[src/rtl/evmap_table.sv]
module evmap_table #(
  parameter int NUM_PROG = 8,
  parameter int MAX_CTRS = 32,
  parameter int CTR_W    = $clog2(MAX_CTRS)
) (
  input  logic             clk,
  input  logic             rst_n,
  input  logic             wr_en,
  input  logic [CTR_W-1:0] wr_ctr,
  input  logic [19:0]      wr_sel,
  output logic             wr_ok,
  output logic             wr_err,
  input  logic [19:0]      lk_evt,
  output logic             lk_hit,
  output logic [CTR_W-1:0] lk_ctr,
  input  logic [CTR_W-1:0] q_ctr,
  output logic             q_cycles,
  output logic             q_instret
);
  localparam int NSLOT = 5;
  localparam bit PROG_OK = NUM_PROG <= MAX_CTRS - 3;
  localparam logic [MAX_CTRS-1:0] AVAIL =
    PROG_OK ? MAX_CTRS'(((64'd1 << NUM_PROG) - 64'd1) << 3) : '0;

  function automatic logic [3:0] slot_of(input logic [19:0] e);
    case (e)
      20'h00001: return 4'b1000;
      20'h00002: return 4'b1001;
      20'h10019: return 4'b1010;
      20'h1001B: return 4'b1011;
      20'h10021: return 4'b1100;
      default:   return 4'b0000;
    endcase
  endfunction

  logic [NSLOT-1:0] ent_v;
  logic [CTR_W-1:0] ent_ctr [NSLOT];

  logic [3:0] wr_slot, lk_slot;
  logic       ctr_ok, wr_zero, wr_mapped, ins;

  assign wr_slot   = slot_of(wr_sel);
  assign lk_slot   = slot_of(lk_evt);
  assign ctr_ok    = AVAIL[wr_ctr];
  assign wr_zero   = wr_sel == '0;
  assign wr_mapped = wr_slot[3] && ent_v[wr_slot[2:0]];

  assign wr_err = wr_en && (!ctr_ok || (!wr_zero && !wr_slot[3]));
  assign wr_ok  = wr_en && !wr_err;
  assign ins    = wr_ok && !wr_zero && !wr_mapped;

  always_ff @(posedge clk or negedge rst_n) begin
    if (!rst_n) begin
      ent_v <= '0;
    end else begin
      for (int i = 0; i < NSLOT; i++) begin
        if (wr_ok && wr_zero && ent_v[i] && ent_ctr[i] == wr_ctr)
          ent_v[i] <= 1'b0;
        if (ins && wr_slot[2:0] == 3'(i)) begin
          ent_v[i]   <= 1'b1;
          ent_ctr[i] <= wr_ctr;
        end
      end
    end
  end

  assign lk_hit = lk_slot[3] && ent_v[lk_slot[2:0]];
  assign lk_ctr = lk_hit ? ent_ctr[lk_slot[2:0]] : '0;

  assign q_cycles  = (q_ctr == '0) || (ent_v[0] && ent_ctr[0] == q_ctr);
  assign q_instret = (q_ctr == CTR_W'(2)) || (ent_v[1] && ent_ctr[1] == q_ctr);
endmodule

[config.mk]
export PLATFORM = sky130hd
export DESIGN_NAME = evmap_table
export DESIGN_NICKNAME = d
export VERILOG_FILES = /design/src/rtl/evmap_table.sv
export SDC_FILE = /design/constraint.sdc
export NUM_CORES = 1
export LEC_CHECK = 0
export CAP_MARGIN = 20
export CELL_PAD_IN_SITES_DETAIL_PLACEMENT = 1
export CELL_PAD_IN_SITES_GLOBAL_PLACEMENT = 1
export CORE_MARGIN = 8
export CORE_UTILIZATION = 48
export CTS_CLUSTER_SIZE = 10
export DETAILED_ROUTE_END_ITERATION = 10
export DONT_BUFFER_PORTS = 1
export PLACE_DENSITY_LB_ADDON = 0.1
export SYNTH_ARGS = -nofsm -noshare
export SYNTH_HDL_FRONTEND = slang
export SYNTH_SLANG_ARGS = --single-unit
export TNS_END_PERCENT = 50
[constraint.sdc]
create_clock -name clk -period 2.3 [get_ports clk]
set_clock_uncertainty 0.1 [all_clocks]
set_input_delay 0.115 -clock clk [delete_from_list [all_inputs] [get_ports clk]]
set_output_delay 0.115 -clock clk [all_outputs]
set_load 0.005 [all_outputs]
==> impl_metrics.ini, run 1 <==
[finish]
fillers = 437
final_layout_size_suffix_gt1_frac = 0.1122
ant_diodes = 0
register_area_um2 = 875.8
synthesis_to_layout_area_growth_pct = 11.16
area_taken_by_multi_input_logic_gates_um2 = 1061
finish.utilization = 0.5546
finish.net_count = 248

[power]
power-per-cell-area_nw_per_um2 = 474.9
cell_leakage_power_uw = 0.0007746
worst_ir_drop_vdd_uv = 331.2

[worst_hold_path]
worst_hold_path_type = input port to flip-flop

[sta]
fmax_mhz = 466.8
post-route-period-util = 0.9314
fin_crit_ns = 2.142
relSlewSlack = 0.5633
worst-slew-pin-transition_ns = 0.6494
setup-violations-final = 0
timing.final.hold_violations = 0
tns_ns = 0
setup_repair_after_global_routing_missed_its_margin = no
final-max-slew-violation-count = 0

[critical_path]
timing.setup.critical_path_class = flip-flop to output pin
worstSetupEndpointType = output pin
arrival_time_of_data_at_the_critical_path_endpoint_ns = 1.93
path_max_fanout = 6
worst_ep_required_time_ns = 2.09
startpoint_type = flip-flop

[grt]
globalRouteTotalUtil = 0.1839
initial_antenna_violation_count = 0
grt_first_pass_wirelength_um = 9052
grt_pass1_vias = 1718
grt_start_max_net_pins = 10
grt_overflow_total = 0

[yosys]
netlist-cell-type-count = 42
synth_top_cell_area_share = 0.3762
netlist_instances = 184
synth.most_common_cell = sky130_fd_sc_hd__edfxtp_1
yosys_register_bits = 30
post-synth-top-area-cell = sky130_fd_sc_hd__edfxtp_1
synth_flop_cell = sky130_fd_sc_hd__edfxtp_1
postSynthAreaPerCell_um2 = 10.85
synthArstFlopShare = 0.1667
syn-num-nets = 237
netlist_top_cells_count = sky130_fd_sc_hd__edfxtp_1 (25), sky130_fd_sc_hd__xor2_1 (19), sky130_fd_sc_hd__xnor2_1 (17)
ys_top_cells_by_area = sky130_fd_sc_hd__edfxtp_1 (38%), sky130_fd_sc_hd__xor2_1 (8.3%), sky130_fd_sc_hd__xnor2_1 (7.5%)
yosysWarnings = 0
synth.yosys.seq_area_share = 0.4389
synth-edff-count = 25
synthesis.area_um2 = 1996

[cts]
cts_num_sinks = 30
root_buffer = sky130_fd_sc_hd__clkbuf_8
tritoncts_clock_tree = yes
postCtsResizedCells = 0
tritoncts.num_buffers = 5
cts_buffer_depth = 2
cts_max_level = 2
clk_pin_slew_worst_paths_ns = 0.06
clk_latency_ns = 0.27

[routing]
drt-total-wl_um = 5768
detail_route.iter0.violations = 46
via_count = 1541
number_of_design_rule_violations_left_after_detail_routing = 0
detail_route.wl_per_cell_um = 23.45
first_pass_iters = 6
antenna_violating_nets_post_route = 0
route.detailed.vias_per_inst = 6.264

[die]
io-pin-count = 63
start_util = 0.4989
placementRows = 23
die_outline_area_um2 = 6477
die_width_um = 80.48
core_region_area_um2 = 4000
die-height_um = 80.48

[placed_design]
hpwl_after_detailed_placement_um = 4443
routabilityCongestion = 0.8822
portBuffers = 0

[run]
max_cap_violations = 0

[outcome]
outcome = finished clean
==> critical path, stage by stage (launching register included) <==
cell                       delay (ns)
sky130_fd_sc_hd__dfrtp_1         0.40
sky130_fd_sc_hd__and3_1          0.17
sky130_fd_sc_hd__a21oi_1         0.04
sky130_fd_sc_hd__or4b_1          0.47
sky130_fd_sc_hd__o211ai_1        0.30
sky130_fd_sc_hd__o211a_1         0.28
==> sequential cells by signal (all words and copies together), names as in the netlist <==
register	cells
ent_v	5
ent_ctr	25
==> path summary, 6_finish.rpt <==
kind | from | endpoint | slack, ns | cells past startpoint
min reg2reg | ent_v[3] | ent_v[3] | 0.46 | 2
max in group asynchronous | rst_n | ent_v[1] | 1.81 | 1
max | ent_v[4] | lk_ctr[2] | 0.16 | 5
max reg2reg | ent_v[0] | ent_ctr[0][3] | 0.36 | 4
min | wr_sel[5] | ent_v[0] | 0.04 | 3
min in group asynchronous | rst_n | ent_v[2] | 0.06 | 1
==> cell families (layout without fill, tap and decap cells) <==
kind of cell	Yosys count	count (layout)	share of synthesized area
flip-flops	30	30	0.4389
XOR/XNOR	36	36	0.1580
buffers and inverters	15	27	0.02947
multiplexers	13	13	0.07022
AND/OR/NAND/NOR	58	58	0.1774
AO/OA/AOI/OAI	32	32	0.1260
==> metrics by stage <==
| step | worst slack (ns) | hold slack (ns) | instances | instance area, um2 | power (uW) |
|---|---|---|---|---|---|
| finish | 0.1579 | 0.04004 | 246 | 2218 | 1053 |
| CTS | 0.1497 | 0.03888 | 246 | 2218 | 1061 |
| detailed placement | 0.06705 | -0.2802 | 231 | 2067 | 661.4 |
| global placement | 0.1878 | -0.2802 | 231 | 2067 | 659.6 |
| floorplan | 0.2012 | -0.2806 | 184 | 1996 | 668.2 |
| global route | 0.03572 | 0.05982 | 246 | 2218 | 1096 |
==> repair_timing <==
item / CTS / global route
hold buffers: 7 / 0
endpoints found under the hold margin: 34 / 0
setup buffers: 0 / 0
==> per-layer routing <==
layer | wire length (um) | part of all wire | up-vias | GRT usage
met3 | 337 | 0.058 | 8 | 0.04129
met1 | 2332 | 0.40 | 755 | 0.2157
met4 | 112 | 0.019 | 0 | 0.06909
met2 | 2986 | 0.52 | 50 | 0.3168
li1 | - | - | 728 | -
met5 | 0 | 0 | - | 0
==> cell type report <==
cell class,count,share of cell area
multi-input combinational,139,0.4783
inverter,6,0.01015
sequential,30,0.3948
timing repair buffer,13,0.05189
clock inverter,2,0.003948
tap,50,0.02820
clock buffer,6,0.03271
==> power by group <==
part	switching [uW]	total, uW	internal [uW]
clock network	177	385	207
registers	0.00128	589	589
logic	36.8	79.8	43.0
total	214	1050	839
==> placed cells by master (no fill, tap or decap), drive strengths merged, types with 2 or more instances in the layout <==
cell type	instances
o211a	5
xnor2	17
nand3	8
nor2	7
nor3	8
buf	6
nand2	4
mux2	5
or3	4
mux2i	8
a21oi	3
or4	3
nor3b	2
nand4	3
o41ai	4
inv	6
dfrtp	5
xor2	19
o21ai	6
a32o	2
a2bb2oi	5
or4b	3
clkbuf	6
clkinv	2
dlygate4sd3	7
nor4b	2
nor4	10
edfxtp	25
Power figures use the tool's default switching activity.
==> run 2, diff against run 1 <==
==> constraint.sdc (replaced) <==
create_clock -name clk -period 2.3 [get_ports clk]
set_clock_uncertainty 0.1 [all_clocks]
set_input_delay 0.23 -clock clk [delete_from_list [all_inputs] [get_ports clk]]
set_output_delay 0.23 -clock clk [all_outputs]
set_load 0.005 [all_outputs]
==> impl_metrics.ini, run 2 (same netlist as run 1, synthesis figures left out) <==
[critical_path]
crit_buf_inv = 0
crit_path_top_delay_cell = sky130_fd_sc_hd__or4b_1
worst_r2r_path_depth = 6
rr_endpoint = ent_ctr[1][3]
arrival_time_of_data_at_the_critical_path_endpoint_ns = 1.86
crit_start = ent_v[4]
cpPeakStageDelay_ns = 0.48
worst_path_dominant_cell_family = simple AND/OR/NAND/NOR gates
critical_path_depth = 5
worst_setup_path_endpoint = lk_ctr[1]
startpoint_type = flip-flop
worstPathCellList = and3_1 -> a21oi_1 -> or4b_1 -> o211ai_1 -> o211a_1
timing.reg2reg.setup_slack_ns = 0.40
worstSetupEndpointType = output pin
path_max_fanout = 6
reg_to_reg_critical_path_startpoint = ent_v[0]
worst_ep_required_time_ns = 1.97
timing.setup.critical_path_class = flip-flop to output pin

[routing]
route.detailed.vias_per_inst = 6.339
number_of_design_rule_violations_left_after_detail_routing = 0
antenna_violating_nets_post_route = 0
via_count = 1591
first_pass_iters = 4
detail_route.wl_per_cell_um = 23.28
drt-total-wl_um = 5843
detail_route.iter0.violations = 48

[die]
start_util = 0.4989
placementRows = 23
die_width_um = 80.48
core_region_area_um2 = 4000
die-height_um = 80.48
die_outline_area_um2 = 6477
io-pin-count = 63

[cts]
root_buffer = sky130_fd_sc_hd__clkbuf_8
cts_buffer_depth = 2
tritoncts.num_buffers = 5
tritoncts_clock_tree = yes
cts_max_level = 2
clk_pin_slew_worst_paths_ns = 0.06
cts_num_sinks = 30
clk_latency_ns = 0.28

[placed_design]
pre_cts_slack_ns = -0.07171
hpwl_after_detailed_placement_um = 4583
routabilityCongestion = 0.8961
placedInstanceArea_um2 = 2090
portBuffers = 0

[outcome]
outcome = finished clean

[sta]
post-route-period-util = 0.9513
relSlewSlack = 0.5776
timing.final.hold_violations = 0
final-max-slew-violation-count = 0
postLayoutSetupSlackWorst_ns = 0.1121
whs_ns = 0.03513
fmax_mhz = 457.1
worst-slew-pin-transition_ns = 0.6282
setup-violations-final = 0
setup_repair_after_global_routing_missed_its_margin = no
fin_crit_ns = 2.188

[finish]
finish.net_count = 253
largest_register_ff_count = 25
final_common_cell = sky130_fd_sc_hd__edfxtp_1
final_layout_size_suffix_gt1_frac = 0.1542
layout_common_cells = sky130_fd_sc_hd__edfxtp_1 (25), sky130_fd_sc_hd__xor2_1 (19), sky130_fd_sc_hd__xnor2_1 (17)
largestRegisters = ent_ctr: 25 flops, ent_v: 5 flops
fin_area_um2 = 2273
regMostFlops = ent_ctr
ant_diodes = 0
synthesis_to_layout_area_growth_pct = 13.92

[run]
max_cap_violations = 0

[grt]
globalRouteTotalUtil = 0.1827
grt_first_pass_wirelength_um = 9094
initial_antenna_violation_count = 0
grt_pass1_vias = 1781
grt_start_max_net_pins = 11
grt_overflow_total = 0

[worst_hold_path]
worst_hold_path_type = input port to flip-flop
min_from = wr_sel[1]

[power]
total_power_uw = 1073
cell_leakage_power_uw = 0.0007951
power-per-cell-area_nw_per_um2 = 472.1
worst_ir_drop_vdd_uv = 370.1
==> run 2: changes by cell type in the layout (fill, tap and decap cells not counted), sizes merged <==
cell	previous run	this run
buf	6	11
clkbuf	6	5
clkinvlp	0	1
==> run 2: how the worst min path moves through the flow <==
stage                     cells past startpoint  endpoint
final                                         2  ent_v[3]
after detailed placement                      0  ent_v[2]
after CTS                                     2  ent_v[3]
after global placement                        0  ent_v[3]
after floorplan                               0  ent_v[0]
after global routing                          2  ent_v[3]
==> run 2: repair_timing <==
item / CTS / global route
gates resized for setup: 1 / 2
hold buffers: 7 / 0
setup buffers: 0 / 2
hold endpoints to repair: 31 / 0
pin swaps: 0 / 2
setup endpoints to repair: 4 / 6
==> run 2: through the flow <==
stage | TNS (ns) | util | std cells
final | 0 | 0.5683 | 251
after global routing | 0 | 0.5683 | 251
after CTS | 0 | 0.5627 | 249
after detailed placement | -0.1243 | 0.5224 | 234
after global placement | 0 | 0.5224 | 234
after floorplan | 0 | - | 184
==> run 2: area by class of cell <==
cell class	count	area (um2)
inverters	6	22.52
clock inverters	3	16.27
fillers	421	1727
repair buffers	18	152.6
multi-input cells	139	1074
clock buffers	5	68.82
flip-flops and latches	30	877.1
well taps	50	62.56
==> run 2: layer usage <==
metal / up-vias / routed length (um) / GRT usage
li1: 740 / - / -
met1: 795 / 2344 / 0.1993
met2: 44 / 3018 / 0.3208
met3: 12 / 369 / 0.05357
met4: 0 / 111 / 0.07455
met5: - / 0 / 0
==> run 2: power breakdown <==
part           internal (uW)  switching [uW]  total, uW
Clock                    206             198        405
Combinational           43.5            36.4       79.9
Sequential               589         0.00118        589
Total                    839             234       1070
==> run 3, diff against run 2 <==
Settings changed: RECOVER_POWER set to 50.
Clock period 2.3 ns to 2.24 ns, I/O delays scaled along.
==> impl_metrics.ini, run 3 (same netlist as run 1, synthesis figures left out) <==
[outcome]
outcome = finished clean

[routing]
met1Wirelength_um = 2377
met2_wirelength_um = 3165
via_count = 1573
routed-wl-met3_um = 296
number_of_design_rule_violations_left_after_detail_routing = 0
first_pass_iters = 4
antenna_violating_nets_post_route = 0
drt-total-wl_um = 5909
route.detailed.vias_per_inst = 6.267
top_layer_used = met4
detail_route.wl_per_cell_um = 23.54
detail_route.iter0.violations = 50

[cts]
cts_buffer_depth = 2
cts_max_level = 2
clk_pin_slew_worst_paths_ns = 0.06
cts_num_sinks = 30
root_buffer = sky130_fd_sc_hd__clkbuf_8
tritoncts_clock_tree = yes
clk_latency_ns = 0.27
tritoncts.num_buffers = 5

[finish]
finish.net_count = 253
largestRegisters = ent_ctr: 25 flops, ent_v: 5 flops
synthesis_to_layout_area_growth_pct = 14.23
final_common_cell = sky130_fd_sc_hd__edfxtp_1
layout_common_cells = sky130_fd_sc_hd__edfxtp_1 (25), sky130_fd_sc_hd__xor2_1 (19), sky130_fd_sc_hd__xnor2_1 (17)
final_layout_size_suffix_gt1_frac = 0.1542
largest_register_ff_count = 25
ant_diodes = 0
regMostFlops = ent_ctr

[power]
cell_leakage_power_uw = 0.0008014
worst_ir_drop_vdd_uv = 362.6
total_power_uw = 1130
power-per-cell-area_nw_per_um2 = 495.5

[critical_path]
cpPeakStageDelay_ns = 0.49
startpoint_type = flip-flop
arrival_time_of_data_at_the_critical_path_endpoint_ns = 1.80
worstPathCellList = and3_1 -> a21oi_1 -> or4b_1 -> o211ai_1 -> buf_4 -> o211a_1
timing.reg2reg.setup_slack_ns = 0.28
worst_ep_required_time_ns = 1.92
timing.setup.critical_path_class = flip-flop to output pin
reg_to_reg_critical_path_startpoint = ent_v[1]
path_max_fanout = 6
rr_endpoint = ent_ctr[0][1]
worst_r2r_path_depth = 5
crit_start = ent_v[4]
worst_setup_path_endpoint = lk_ctr[2]
worstSetupEndpointType = output pin
crit_path_top_delay_cell = sky130_fd_sc_hd__or4b_1

[die]
die-height_um = 80.48
die_width_um = 80.48
io-pin-count = 63
core_region_area_um2 = 4000
placementRows = 23
die_outline_area_um2 = 6477
start_util = 0.4989

[sta]
relSlewSlack = 0.5102
setup-violations-final = 0
setup_repair_after_global_routing_missed_its_margin = no
worst-slew-pin-transition_ns = 0.7285
fin_crit_ns = 2.124
timing.final.hold_violations = 0
fmax_mhz = 470.9
whs_ns = 0.01965
final-max-slew-violation-count = 0
post-route-period-util = 0.9481

[run]
max_cap_violations = 0

[placed_design]
portBuffers = 0
hpwl_after_detailed_placement_um = 4571
routabilityCongestion = 0.8528

[grt]
globalRouteTotalUtil = 0.1896
grt_start_max_net_pins = 11
grt_pass1_vias = 1838
grt_overflow_total = 0
grt_first_pass_wirelength_um = 9446
initial_antenna_violation_count = 0

[worst_hold_path]
worst_hold_path_type = input port to flip-flop
run 3: cell types whose count changed in the layout (fill, tap and decap cells not counted):
cell                       previous run  this run
sky130_fd_sc_hd__buf_4               11        10
sky130_fd_sc_hd__clkbuf_1             0         1
sky130_fd_sc_hd__clkinv_1             1         0
sky130_fd_sc_hd__clkbuf_8             5         6
run 3: report_power, final:
part           switching [uW]  internal, uW
logic                    38.3          44.7
clock network             196           246
registers             0.00117           605
total                     234           896
run 3: layer usage:
metal,global-route usage,vias up
li1,-,742
met1,0.2094,785
met2,0.3520,40
met3,0.03795,6
met4,0.05636,0
met5,0,-
run 3: worst max-delay path: cells and delay by family, from the launching register on:
kind | cells | cell delay, ns
AND/OR/NAND/NOR | 2 | 0.65
flip-flops | 1 | 0.36
AO/OA/AOI/OAI | 3 | 0.34
buffers and inverters | 1 | 0.19
run 3: worst min path at each step:
stage                          from  endpoint  slack (ns)  cells after the start
final                     wr_sel[1]  ent_v[3]        0.02                      2
after global routing      wr_sel[1]  ent_v[3]        0.01                      2
after CTS                 wr_sel[1]  ent_v[3]        0.01                      2
after detailed placement      rst_n  ent_v[4]       -0.17                      0
after global placement        rst_n  ent_v[2]       -0.17                      0
after floorplan               rst_n  ent_v[0]       -0.17                      0
run 3: final cells by class:
type | instances | area, um2
sequential | 30 | 877.1
fill | 441 | 1720
multi-input combinational | 139 | 1074
timing repair buffer | 18 | 148.9
clock inverter | 2 | 12.51
tap | 50 | 62.56
clock buffer | 6 | 82.58
inverter | 6 | 22.52
run 3: metrics by stage:
step | cell area [um2] | cells | worst slack, ns | TNS (ns) | util
after floorplan | 1996 | 184 | 0.03220 | 0 | -
after global placement | 2090 | 234 | 0.01241 | 0 | 0.5224
after detailed placement | 2090 | 234 | -0.1272 | -1.110 | 0.5224
after CTS | 2262 | 250 | 0.04611 | 0 | 0.5655
after global routing | 2280 | 251 | 0.02361 | 0 | 0.5699
final | 2280 | 251 | 0.1163 | 0 | 0.5699
run 3: what timing repair did:
action	CTS	global route
hold endpoints to repair	31	0
pin swaps	1	0
buffers inserted	1	1
gates cloned	0	0
gates resized for setup	0	3
hold buffers	7	0
endpoints found under the setup margin	5	5
